<file path="src/rtl/csb_pkg.sv">
package csb_pkg;

  typedef enum logic {ENG_IDLE, ENG_COPY} eng_state_e;

  // Replace one byte of a big-endian register image; index 0 is the top byte.
  // An index at or past the register size leaves the image unchanged.
  function automatic logic [63:0] put_byte(input logic [63:0] cur,
                                           input int unsigned nbytes,
                                           input int unsigned idx,
                                           input logic [7:0] b);
    logic [63:0] r;
    int unsigned sh;
    r = cur;
    if (idx < nbytes) begin
      sh = (nbytes - 1 - idx) * 8;
      r = (cur & ~(64'hFF << sh)) | (64'(b) << sh);
    end
    return r;
  endfunction

endpackage

</file>
<file path="src/rtl/csb_slot_bank.sv">
module csb_slot_bank #(
  parameter int NUM_SLOTS = 5,
  parameter int DATA_W = 40,
  parameter int SLOT_AW = 16,
  parameter int REG_AW = 16,
  parameter int BIDX_W = 3,
  parameter logic [REG_AW-1:0] DATA_BASE = 16'h0810,
  parameter logic [REG_AW-1:0] ADDR_BASE = 16'h0815
) (
  input  logic clk,
  input  logic rst_n,
  input  logic wr_valid,
  input  logic [REG_AW-1:0] wr_addr,
  input  logic [BIDX_W-1:0] wr_idx,
  input  logic [7:0] wr_byte,
  input  logic lock,
  input  logic clear_valid,
  output logic [NUM_SLOTS-1:0][DATA_W-1:0] data_o,
  output logic [NUM_SLOTS-1:0][SLOT_AW-1:0] addr_o,
  output logic [NUM_SLOTS-1:0] valid_o
);
  import csb_pkg::*;

  localparam int DATA_BYTES = DATA_W / 8;
  localparam int ADDR_BYTES = SLOT_AW / 8;

  for (genvar s = 0; s < NUM_SLOTS; s++) begin : g_slot
    localparam logic [REG_AW-1:0] D_REG = REG_AW'(DATA_BASE + s);
    localparam logic [REG_AW-1:0] A_REG = REG_AW'(ADDR_BASE + s);

    logic d_hit, a_hit;
    logic [DATA_W-1:0] data_q;
    logic [SLOT_AW-1:0] addr_q;
    logic valid_q;

    assign d_hit = wr_valid && !lock && (wr_addr == D_REG);
    assign a_hit = wr_valid && !lock && (wr_addr == A_REG);

    always_ff @(posedge clk or negedge rst_n) begin
      if (!rst_n) begin
        data_q <= '0;
      end else if (d_hit) begin
        data_q <= DATA_W'(put_byte(64'(data_q), DATA_BYTES, 32'(wr_idx), wr_byte));
      end
    end

    always_ff @(posedge clk or negedge rst_n) begin
      if (!rst_n) begin
        addr_q <= '0;
      end else if (a_hit) begin
        addr_q <= SLOT_AW'(put_byte(64'(addr_q), ADDR_BYTES, 32'(wr_idx), wr_byte));
      end
    end

    always_ff @(posedge clk or negedge rst_n) begin
      if (!rst_n) begin
        valid_q <= 1'b0;
      end else if (clear_valid) begin
        valid_q <= 1'b0;
      end else if (a_hit) begin
        valid_q <= 1'b1;
      end
    end

    assign data_o[s]  = data_q;
    assign addr_o[s]  = addr_q;
    assign valid_o[s] = valid_q;
  end

endmodule

</file>
<file path="src/rtl/csb_ctrl_reg.sv">
module csb_ctrl_reg #(
  parameter int REG_AW = 16,
  parameter int BIDX_W = 3,
  parameter int CTRL_BYTES = 2,
  parameter int TRIG_BIT = 5,
  parameter logic [REG_AW-1:0] CTRL_ADDR = 16'h081C,
  localparam int CW = 8 * CTRL_BYTES
) (
  input  logic clk,
  input  logic rst_n,
  input  logic wr_valid,
  input  logic [REG_AW-1:0] wr_addr,
  input  logic [BIDX_W-1:0] wr_idx,
  input  logic [7:0] wr_byte,
  input  logic clear_trig,
  output logic trig_o,
  output logic [CW-1:0] ctrl_o
);
  import csb_pkg::*;

  logic hit;
  logic [CW-1:0] ctrl_q, ctrl_nxt;
  logic trig_q, trig_req;

  assign hit = wr_valid && (wr_addr == CTRL_ADDR);

  always_comb begin
    ctrl_nxt = CW'(put_byte(64'(ctrl_q), CTRL_BYTES, 32'(wr_idx), wr_byte));
    trig_req = hit && !trig_q && ctrl_nxt[TRIG_BIT];
    ctrl_nxt[TRIG_BIT] = 1'b0;
  end

  always_ff @(posedge clk or negedge rst_n) begin
    if (!rst_n) begin
      ctrl_q <= '0;
    end else if (hit) begin
      ctrl_q <= ctrl_nxt;
    end
  end

  always_ff @(posedge clk or negedge rst_n) begin
    if (!rst_n) begin
      trig_q <= 1'b0;
    end else if (clear_trig) begin
      trig_q <= 1'b0;
    end else if (trig_req) begin
      trig_q <= 1'b1;
    end
  end

  always_comb begin
    ctrl_o = ctrl_q;
    ctrl_o[TRIG_BIT] = trig_q;
  end

  assign trig_o = trig_q;

endmodule

</file>
<file path="src/rtl/csb_copy_engine.sv">
module csb_copy_engine #(
  parameter int NUM_SLOTS = 5,
  parameter int DATA_W = 40,
  parameter int PRAM_AW = 10,
  localparam int IW = (NUM_SLOTS > 1) ? $clog2(NUM_SLOTS) : 1
) (
  input  logic clk,
  input  logic rst_n,
  input  logic trig,
  input  logic frame_sync,
  input  logic [NUM_SLOTS-1:0][DATA_W-1:0] slot_data,
  input  logic [NUM_SLOTS-1:0][PRAM_AW-1:0] slot_addr,
  input  logic [NUM_SLOTS-1:0] slot_valid,
  output logic pram_we,
  output logic [PRAM_AW-1:0] pram_addr,
  output logic [DATA_W-1:0] pram_wdata,
  output logic copy_active,
  output logic commit_start,
  output logic commit_done,
  output logic [IW-1:0] cur_idx
);
  import csb_pkg::*;

  localparam logic [IW-1:0] LAST = IW'(NUM_SLOTS - 1);

  eng_state_e state_q;
  logic [IW-1:0] idx_q;

  assign copy_active  = (state_q == ENG_COPY);
  assign commit_start = (state_q == ENG_IDLE) && trig && frame_sync;
  assign commit_done  = copy_active && (idx_q == LAST);

  always_ff @(posedge clk or negedge rst_n) begin
    if (!rst_n) begin
      state_q <= ENG_IDLE;
      idx_q   <= '0;
    end else if (commit_start) begin
      state_q <= ENG_COPY;
      idx_q   <= '0;
    end else if (commit_done) begin
      state_q <= ENG_IDLE;
      idx_q   <= '0;
    end else if (copy_active) begin
      idx_q <= idx_q + 1'b1;
    end
  end

  assign pram_we    = copy_active && slot_valid[idx_q];
  assign pram_addr  = slot_addr[idx_q];
  assign pram_wdata = slot_data[idx_q];
  assign cur_idx    = idx_q;

endmodule

</file>
<file path="src/rtl/coef_stage_buf.sv">
module coef_stage_buf #(
  parameter int NUM_SLOTS = 5,
  parameter int DATA_W = 40,
  parameter int SLOT_AW = 16,
  parameter int PRAM_AW = 10,
  parameter int REG_AW = 16,
  parameter int CTRL_BYTES = 2,
  parameter int TRIG_BIT = 5,
  parameter logic [REG_AW-1:0] DATA_BASE = 16'h0810,
  parameter logic [REG_AW-1:0] CTRL_ADDR = 16'h081C,
  localparam int BIDX_W = $clog2(DATA_W / 8)
) (
  input  logic clk,
  input  logic rst_n,
  input  logic wr_valid,
  input  logic [REG_AW-1:0] wr_addr,
  input  logic [BIDX_W-1:0] wr_idx,
  input  logic [7:0] wr_byte,
  input  logic [REG_AW-1:0] rd_addr,
  output logic [DATA_W-1:0] rd_data,
  input  logic frame_sync,
  output logic busy,
  output logic pram_we,
  output logic [PRAM_AW-1:0] pram_addr,
  output logic [DATA_W-1:0] pram_wdata
);

  localparam logic [REG_AW-1:0] ADDR_BASE = REG_AW'(DATA_BASE + NUM_SLOTS);
  localparam int CW = 8 * CTRL_BYTES;
  localparam int ENG_IW = (NUM_SLOTS > 1) ? $clog2(NUM_SLOTS) : 1;

  logic [NUM_SLOTS-1:0][DATA_W-1:0] slot_data;
  logic [NUM_SLOTS-1:0][SLOT_AW-1:0] slot_addr;
  logic [NUM_SLOTS-1:0][PRAM_AW-1:0] slot_paddr;
  logic [NUM_SLOTS-1:0] slot_valid;
  logic trig;
  logic [CW-1:0] ctrl_live;
  logic copy_active, commit_start, commit_done;
  logic [ENG_IW-1:0] cur_idx;

  assign busy = trig;

  csb_slot_bank #(
    .NUM_SLOTS(NUM_SLOTS), .DATA_W(DATA_W), .SLOT_AW(SLOT_AW),
    .REG_AW(REG_AW), .BIDX_W(BIDX_W),
    .DATA_BASE(DATA_BASE), .ADDR_BASE(ADDR_BASE)
  ) u_bank (
    .clk(clk), .rst_n(rst_n),
    .wr_valid(wr_valid), .wr_addr(wr_addr), .wr_idx(wr_idx), .wr_byte(wr_byte),
    .lock(trig), .clear_valid(commit_done),
    .data_o(slot_data), .addr_o(slot_addr), .valid_o(slot_valid)
  );

  csb_ctrl_reg #(
    .REG_AW(REG_AW), .BIDX_W(BIDX_W), .CTRL_BYTES(CTRL_BYTES),
    .TRIG_BIT(TRIG_BIT), .CTRL_ADDR(CTRL_ADDR)
  ) u_ctrl (
    .clk(clk), .rst_n(rst_n),
    .wr_valid(wr_valid), .wr_addr(wr_addr), .wr_idx(wr_idx), .wr_byte(wr_byte),
    .clear_trig(commit_done), .trig_o(trig), .ctrl_o(ctrl_live)
  );

  for (genvar s = 0; s < NUM_SLOTS; s++) begin : g_paddr
    assign slot_paddr[s] = slot_addr[s][PRAM_AW-1:0];
  end

  csb_copy_engine #(
    .NUM_SLOTS(NUM_SLOTS), .DATA_W(DATA_W), .PRAM_AW(PRAM_AW)
  ) u_eng (
    .clk(clk), .rst_n(rst_n), .trig(trig), .frame_sync(frame_sync),
    .slot_data(slot_data), .slot_addr(slot_paddr), .slot_valid(slot_valid),
    .pram_we(pram_we), .pram_addr(pram_addr), .pram_wdata(pram_wdata),
    .copy_active(copy_active), .commit_start(commit_start),
    .commit_done(commit_done), .cur_idx(cur_idx)
  );

  always_comb begin
    rd_data = '0;
    for (int s = 0; s < NUM_SLOTS; s++) begin
      if (rd_addr == REG_AW'(DATA_BASE + s)) rd_data = slot_data[s];
      if (rd_addr == REG_AW'(ADDR_BASE + s)) rd_data = DATA_W'(slot_addr[s]);
    end
    if (rd_addr == CTRL_ADDR) rd_data = DATA_W'(ctrl_live);
  end

endmodule

</file>
<file path="config.mk">
export PLATFORM = sky130hd
export DESIGN_NAME = coef_stage_buf
export DESIGN_NICKNAME = d
export VERILOG_FILES = /design/src/rtl/csb_pkg.sv /design/src/rtl/csb_slot_bank.sv /design/src/rtl/csb_ctrl_reg.sv /design/src/rtl/csb_copy_engine.sv /design/src/rtl/coef_stage_buf.sv
export SDC_FILE = /design/constraint.sdc
export NUM_CORES = 1
export LEC_CHECK = 0
export BUFFER_PORTS_ARGS = -buffer_cell sky130_fd_sc_hd__buf_4
export CAP_MARGIN = 20
export CORE_MARGIN = 2
export CORE_UTILIZATION = 30
export DETAILED_ROUTE_END_ITERATION = 8
export PLACE_DENSITY = 0.5
export SETUP_SLACK_MARGIN = 0.3
export SYNTH_ARGS = -nofsm -noshare
export SYNTH_HDL_FRONTEND = slang
export SYNTH_SLANG_ARGS = --single-unit
</file>
<file path="constraint.sdc">
create_clock -name clk -period 5.8 [get_ports clk]
set_input_delay 0.58 -clock clk [delete_from_list [all_inputs] [get_ports clk]]
set_output_delay 0.58 -clock clk [all_outputs]
set_load 0.02 [all_outputs]
</file>
# Word level (Yosys, flattened, before mapping)

Cells that the tools add are included.

$add $sub $neg: 3
Magnitude comparators: 3
Eq/ne operators: 23
Shift operators: 4
Muxes and demuxes: 35
Bitwise gates (word level): 25
Reduce and logical (&&, ||, !) cells: 38

Operators with widths:

| cell                                                                          | number |
|---|---|
| 40-bit 2-to-1 mux                                                             | 12 |
| 16-bit by 12-bit equality test with 1-bit output (second input constant)      | 22 |
| 40-bit AND                                                                    | 5 |
| 40-bit bitwise OR                                                             | 5 |
| 40-bit binary-select mux with 3-bit select                                    | 1 |
| 16-bit AND                                                                    | 6 |
| 16-bit bitwise OR                                                             | 6 |
| 40-bit NOT                                                                    | 1 |
| 8-bit by 32-bit << shifter with 40-bit output                                 | 1 |
| 8-bit by 32-bit << shifter with 40-bit output (first input constant)          | 1 |
| 8-bit by 32-bit << shifter with 16-bit output                                 | 1 |
| 8-bit by 32-bit << shifter with 16-bit output (first input constant)          | 1 |
| 10-bit binary-select mux with 3-bit select                                    | 1 |
| 2-bit AND reduction                                                           | 11 |
| 1-bit logical AND                                                             | 18 |
| 16-bit NOT                                                                    | 1 |
| 1-bit 2-to-1 mux                                                              | 15 |
| 2-bit nonzero test                                                            | 7 |
| 10-bit 2-to-1 mux                                                             | 1 |
| 3-bit 2-to-1 mux                                                              | 3 |
| 6-bit 2-to-1 mux                                                              | 1 |
| 3-bit by 4-bit less-than comparator with 1-bit output (second input constant) | 1 |
| 1-bit by 3-bit subtractor with 4-bit output (first input constant)            | 1 |
| 3-bit by 3-bit subtractor with 4-bit output (first input constant)            | 1 |
| other kinds (8)                                                               | 8 |

Register bits after elaboration: 305
Input port bits: 47
Output and inout bits: 92
Logic and storage cells: 150

# Logic depth before layout (Yosys ltp)

Depth after elaboration: 12
Depth in mapped cells: 9
Gate-level depth less buffers: 7

# Cells and area by module

Synthesis repeated with hierarchy kept, for this count alone.

Cell total of the unflattened synthesis: 1419
Area, all modules: 16686.0 um^2

Modules (own cells, without submodules):

| module          | times used | cells each | area each (um^2) | sequential area each (um^2) |
|---|---|---|---|---|
| csb_slot_bank   | 1          | 732        | 11254.5          | 7131.8 |
| coef_stage_buf  | 1          | 377        | 2519.9           | 0.0 |
| csb_copy_engine | 1          | 267        | 2202.1           | 100.1 |
| csb_ctrl_reg    | 1          | 43         | 709.4            | 400.4 |

# Least setup slack after synthesis

OpenSTA, ideal clock, no wires.

Kind: input-to-output
Start point: in rd_addr[13]
End point: out rd_data[10]
Arrival time: 2.582 ns
Required time: 5.220 ns
Path slack: 2.638 ns
Stages: 6
Path buffers: 1
Cell sequence: nor4_1 -> nand3_1 -> a21oi_1 -> clkbuf_1 -> o221ai_1 -> o21ai_0

Cells in the longest elaborated chain, start to end: 12
Elaborated cells on any way between the ends: 22
Classes of those cells: 11 x eq/ne; 11 x mux

RTL lines:

| element                                          | line                 | source |
|---|---|---|
| start: declaration                               | coef_stage_buf.sv:19 | `input logic [REG_AW-1:0] rd_addr,` |
| 16-bit by 12-bit equality test with 1-bit output | coef_stage_buf.sv:80 | `if (rd_addr == REG_AW'(DATA_BASE + s)) rd_data = slot_data[s];` |
| 40-bit 2-to-1 mux                                | coef_stage_buf.sv:80 |  |
| 40-bit 2-to-1 mux                                | coef_stage_buf.sv:81 | `if (rd_addr == REG_AW'(ADDR_BASE + s)) rd_data = DATA_W'(slot_addr[s]);` |
| 40-bit 2-to-1 mux                                | coef_stage_buf.sv:80 |  |
| 40-bit 2-to-1 mux                                | coef_stage_buf.sv:81 |  |
| 40-bit 2-to-1 mux                                | coef_stage_buf.sv:80 |  |
| 40-bit 2-to-1 mux                                | coef_stage_buf.sv:81 |  |
| 40-bit 2-to-1 mux                                | coef_stage_buf.sv:80 |  |
| 40-bit 2-to-1 mux                                | coef_stage_buf.sv:81 |  |
| 40-bit 2-to-1 mux                                | coef_stage_buf.sv:80 |  |
| 40-bit 2-to-1 mux                                | coef_stage_buf.sv:81 |  |
| 40-bit 2-to-1 mux (*)                            | coef_stage_buf.sv:83 | `if (rd_addr == CTRL_ADDR) rd_data = DATA_W'(ctrl_live);` |
| end: declaration                                 | coef_stage_buf.sv:20 | `output logic [DATA_W-1:0] rd_data,` |

Every way passes the cells marked *; elsewhere a longest branch is shown, timed or not.

# Final worst setup path

Start point: in rd_addr[13]
End point: out rd_data[8]

The elaborated chain is that of the path after synthesis.

==> summary.md <==
Sequential cells were found to cover 48.2% of the synthesized design area. The fraction of registers with async set or reset after synthesis was 100%; the synthesized net count was 1370. The worst setup path is launched from an input port.

For the final-report hold violation count, the log shows 0. TritonCTS built the clock tree. After detailed routing, the average wire length per cell comes to 26.9 um.

The largest area contributor in the synthesized netlist was sky130_fd_sc_hd__dfrtp_1. The type of the worst setup path is in -> out. Based on the critical path, the design can be clocked at up to 233 MHz. The initial antenna violation count is 5, and the largest stage delay on the critical path is 1.05 ns.

Portion of the clock cycle consumed by the worst path in the final layout: 73.9%. The total DRC errors in the routed layout was 0; the number of enable-type register cells in the synthesized netlist was 0. In this run, post-CTS hold repair placed 0 buffers. For the worst setup path, the data arrival time is 3.71 ns.

The count of H-tree levels built during CTS is 2, and the synthesis-to-layout area growth is 17.8%. Summed over its instances, the top area cell type makes up 48.2% of the synthesized netlist area. In this run the most used layer during global routing was met2. For the row count, the log shows 84. Among the stages of the critical path, the cell type that occurs most often is sky130_fd_sc_hd__buf_4. Entering global routing, the biggest net connects 138 pins. The logs give 0.00764 mm2 for the sequential cell area and 36 for the CTS buffer count.

After clock tree synthesis, the clock-pin slew on the worst setup and hold paths is 0.05 ns. The die covers 0.0546 mm2. The commonest cells after synthesis are 305 x sky130_fd_sc_hd__dfrtp_1, 221 x sky130_fd_sc_hd__mux2_2, 118 x sky130_fd_sc_hd__nand2_1, 87 x sky130_fd_sc_hd__o21ai_0, 84 x sky130_fd_sc_hd__clkbuf_1.

The mean number of vias per cell was 5.76. The leading cell type by number of instances after synthesis is sky130_fd_sc_hd__dfrtp_1. The share of cells above drive strength 1 works out to 36.6%.

The die extent in y was 234 um; the global-route wire length before repair was 85300 um. The clock arrives with 0.0139 ns of skew. Setup violations remaining at the end of the flow were counted as 0. The routed design has 57200 um of wire. The routed via count was 12200. For this run, the number of Yosys warnings is 0. The tools report the minimum setup slack among reg-to-reg paths as 2.69 ns.

The post-cts resize count is 0, and the area of the multi-input gates is 0.00777 mm2. Along the worst path, the maximum fanout reaches 13. Synthesized netlist cell count: 1319. After synthesis the cells add up to 0.0158 mm2. Measured against its own limit, the worst slew margin works out to 21.4%. Once the floorplan was initialized, standard cells occupied 30.2% of the core.

The tools report the number of max-slew violations in the final report as 0. For the final routed database, the setup TNS stands at 0 ns. For the length of the first detailed-routing pass in iterations, the log shows 8.

The post-route minimum period works out to 4.29 ns. The number of nets in the layout came out at 1464. In this run the power density over the cells is 240 mW/mm2. The detailed placer's ending HPWL is 36600 um.

Setup repair after global routing left no endpoint under its margin. The die is 234 um wide. The run gives 8.37 nW as the leakage power total. Walking the worst path, the cells encountered are buf_4 -> nor4_1 -> nand4_1 -> nor2_2 -> a222oi_1 -> o21ai_0 -> buf_4. During placement, the flow inserted port buffers numbering 138.

STA classifies the critical path endpoint as an output pin. The number of global-route vias before repair came out at 12600. For the maximum buffer depth of the clock tree, the log shows 3.

Counting every sink on the clock net gives 305. For met1 alone, demand over resource in global routing was 28.8%. The cell with the largest stage delay on the worst path is sky130_fd_sc_hd__nor2_2.

The detail route stage leaves a number of antenna-violating nets equal to 0. The logs give 0.52 ns for the clock latency on the worst-skew pair and 21.0% for the global router's overall resource usage. Global routing consumed, on the met3 layer, 3.61% of the routing resources.

In this run the worst hold path is classified as in -> async. The logs give 5250 for the number of fill cells and 2123 for the final cell count without fillers. Across the run, the number of max-cap violations was 0. The distinct cell type count after synthesis came out at 57.

The number of top-level design ports is 139, and the worst endpoint required time is 5.22 ns. For met2 alone, demand over resource in global routing was 34.3%. Clock tree synthesis selected as its root buffer the cell sky130_fd_sc_hd__clkbuf_16. The post-placement cell count came out at 2063. By area the synthesized netlist is led by sky130_fd_sc_hd__dfrtp_1 48%, sky130_fd_sc_hd__mux2_2 16%, sky130_fd_sc_hd__mux4_2 7.3%.

Among all flip-flop cells after synthesis, the most frequent one is sky130_fd_sc_hd__dfrtp_1. The final weighted congestion in routability-driven placement is 0.819, and the number of setup buffers added after CTS is 0. For the pin with the worst max-slew slack, the measured transition is 1.18 ns. For the initial DRC count, the log shows 1243. The run finished with clean final reports.

The tools report the overall overflow remaining after global route as 0. The worst voltage drop across the vdd grid was 187 uV; the mean instance size in the synthesized netlist was 12.0 um2. The core footprint is 0.0523 mm2. In this run, synthesis produced a sequential element count of 305.
==> sequential cells by signal, indices dropped and copies added, names as in the netlist <==
register	cells
u_ctrl.trig_o	1
u_eng.copy_active	1
u_bank.g_slot.valid_q	5
u_ctrl.ctrl_q	15
u_eng.cur_idx	3
u_bank.g_slot.addr_q	80
u_bank.g_slot.data_q	200
==> area by class of cell <==
cell class	count	area share (%)
Antenna cell	1	0.0134
Multi-Input combinational cell	896	41.7
Tap cell	688	4.62
Clock buffer	55	5.49
Inverter	12	0.242
Clock inverter	4	0.255
Sequential cell	305	41.0
Timing Repair Buffer	162	6.69
==> worst max-delay path, delay by kind of cell <==
family	cells	cell delay [ns]
and+or+nand+nor	3	2.44
buffers and inverters	2	0.32
AOI/OAI and AO/OA	2	0.36
==> power by group <==
part           switching (mW)  leakage, nW  internal [mW]
logic                   0.161         3.59         0.0577
registers             0.00123         4.26           2.13
clock network           0.881        0.517           1.25
==> layer usage <==
metal	wire length, um	part of all wire (%)
met5	34	0.059
met4	1410	2.5
met3	3550	6.2
met2	27300	48
met1	24800	43
==> stage by stage <==
step | cell area [um2] | setup WS (ns) | total power [mW] | util, % | hold slack (ns)
2_1_floorplan | 15800 | 2.64 | 2.26 | - | 0.284
3_3_place_gp | 17600 | 1.68 | 2.39 | 33.5 | 0.469
3_5_place_dp | 17600 | 1.58 | 2.39 | 33.6 | 0.483
4_1_cts | 18600 | 1.59 | 4.53 | 35.6 | 0.0689
5_1_grt | 18600 | 1.38 | 4.65 | 35.6 | 0.0957
6_report | 18600 | 1.51 | 4.48 | 35.6 | 0.0463
==> path summary, 6_finish.rpt <==
path | endpoint | startpoint | depth (start not counted)
max in group asynchronous | u_ctrl.trig_o | rst_n | 2
min in group clk | u_eng.copy_active | frame_sync | 3
setup reg to reg | u_bank.g_slot[4].addr_q[1] | u_ctrl.trig_o | 5
setup / recovery | rd_data[8] | rd_addr[13] | 7
hold / removal | u_bank.g_slot[1].data_q[0] | rst_n | 1
hold reg to reg | u_bank.g_slot[4].valid_q | u_bank.g_slot[4].valid_q | 1
==> placed cells by master, fill, tap and decap left out, drive strengths merged, types with 17 or more instances in the layout <==
cell	n
a21oi	41
a222oi	33
a22o	50
a22oi	29
a2bb2oi	23
buf	162
clkbuf	55
dfrtp	305
mux2	229
mux2i	18
mux4	51
nand2	118
nand3	17
nor2	42
nor3	22
o21ai	87
o2bb2ai	24
==> kinds of logic (layout without fill, tap and decap cells) <==
group                    after synthesis  after routing  synth area share, %
adder cells (fa/ha/maj)                4              4                0.316
multiplexers                         298            298                 24.9
other                                  0              1                    0
AND/OR/NAND/NOR                      263            263                 8.72
buffers and inverters                118            233                 2.91
flip-flops                           305            305                 48.2
AO/OA/AOI/OAI                        331            331                 14.9
No activity file was read; power rests on OpenSTA's default activity.
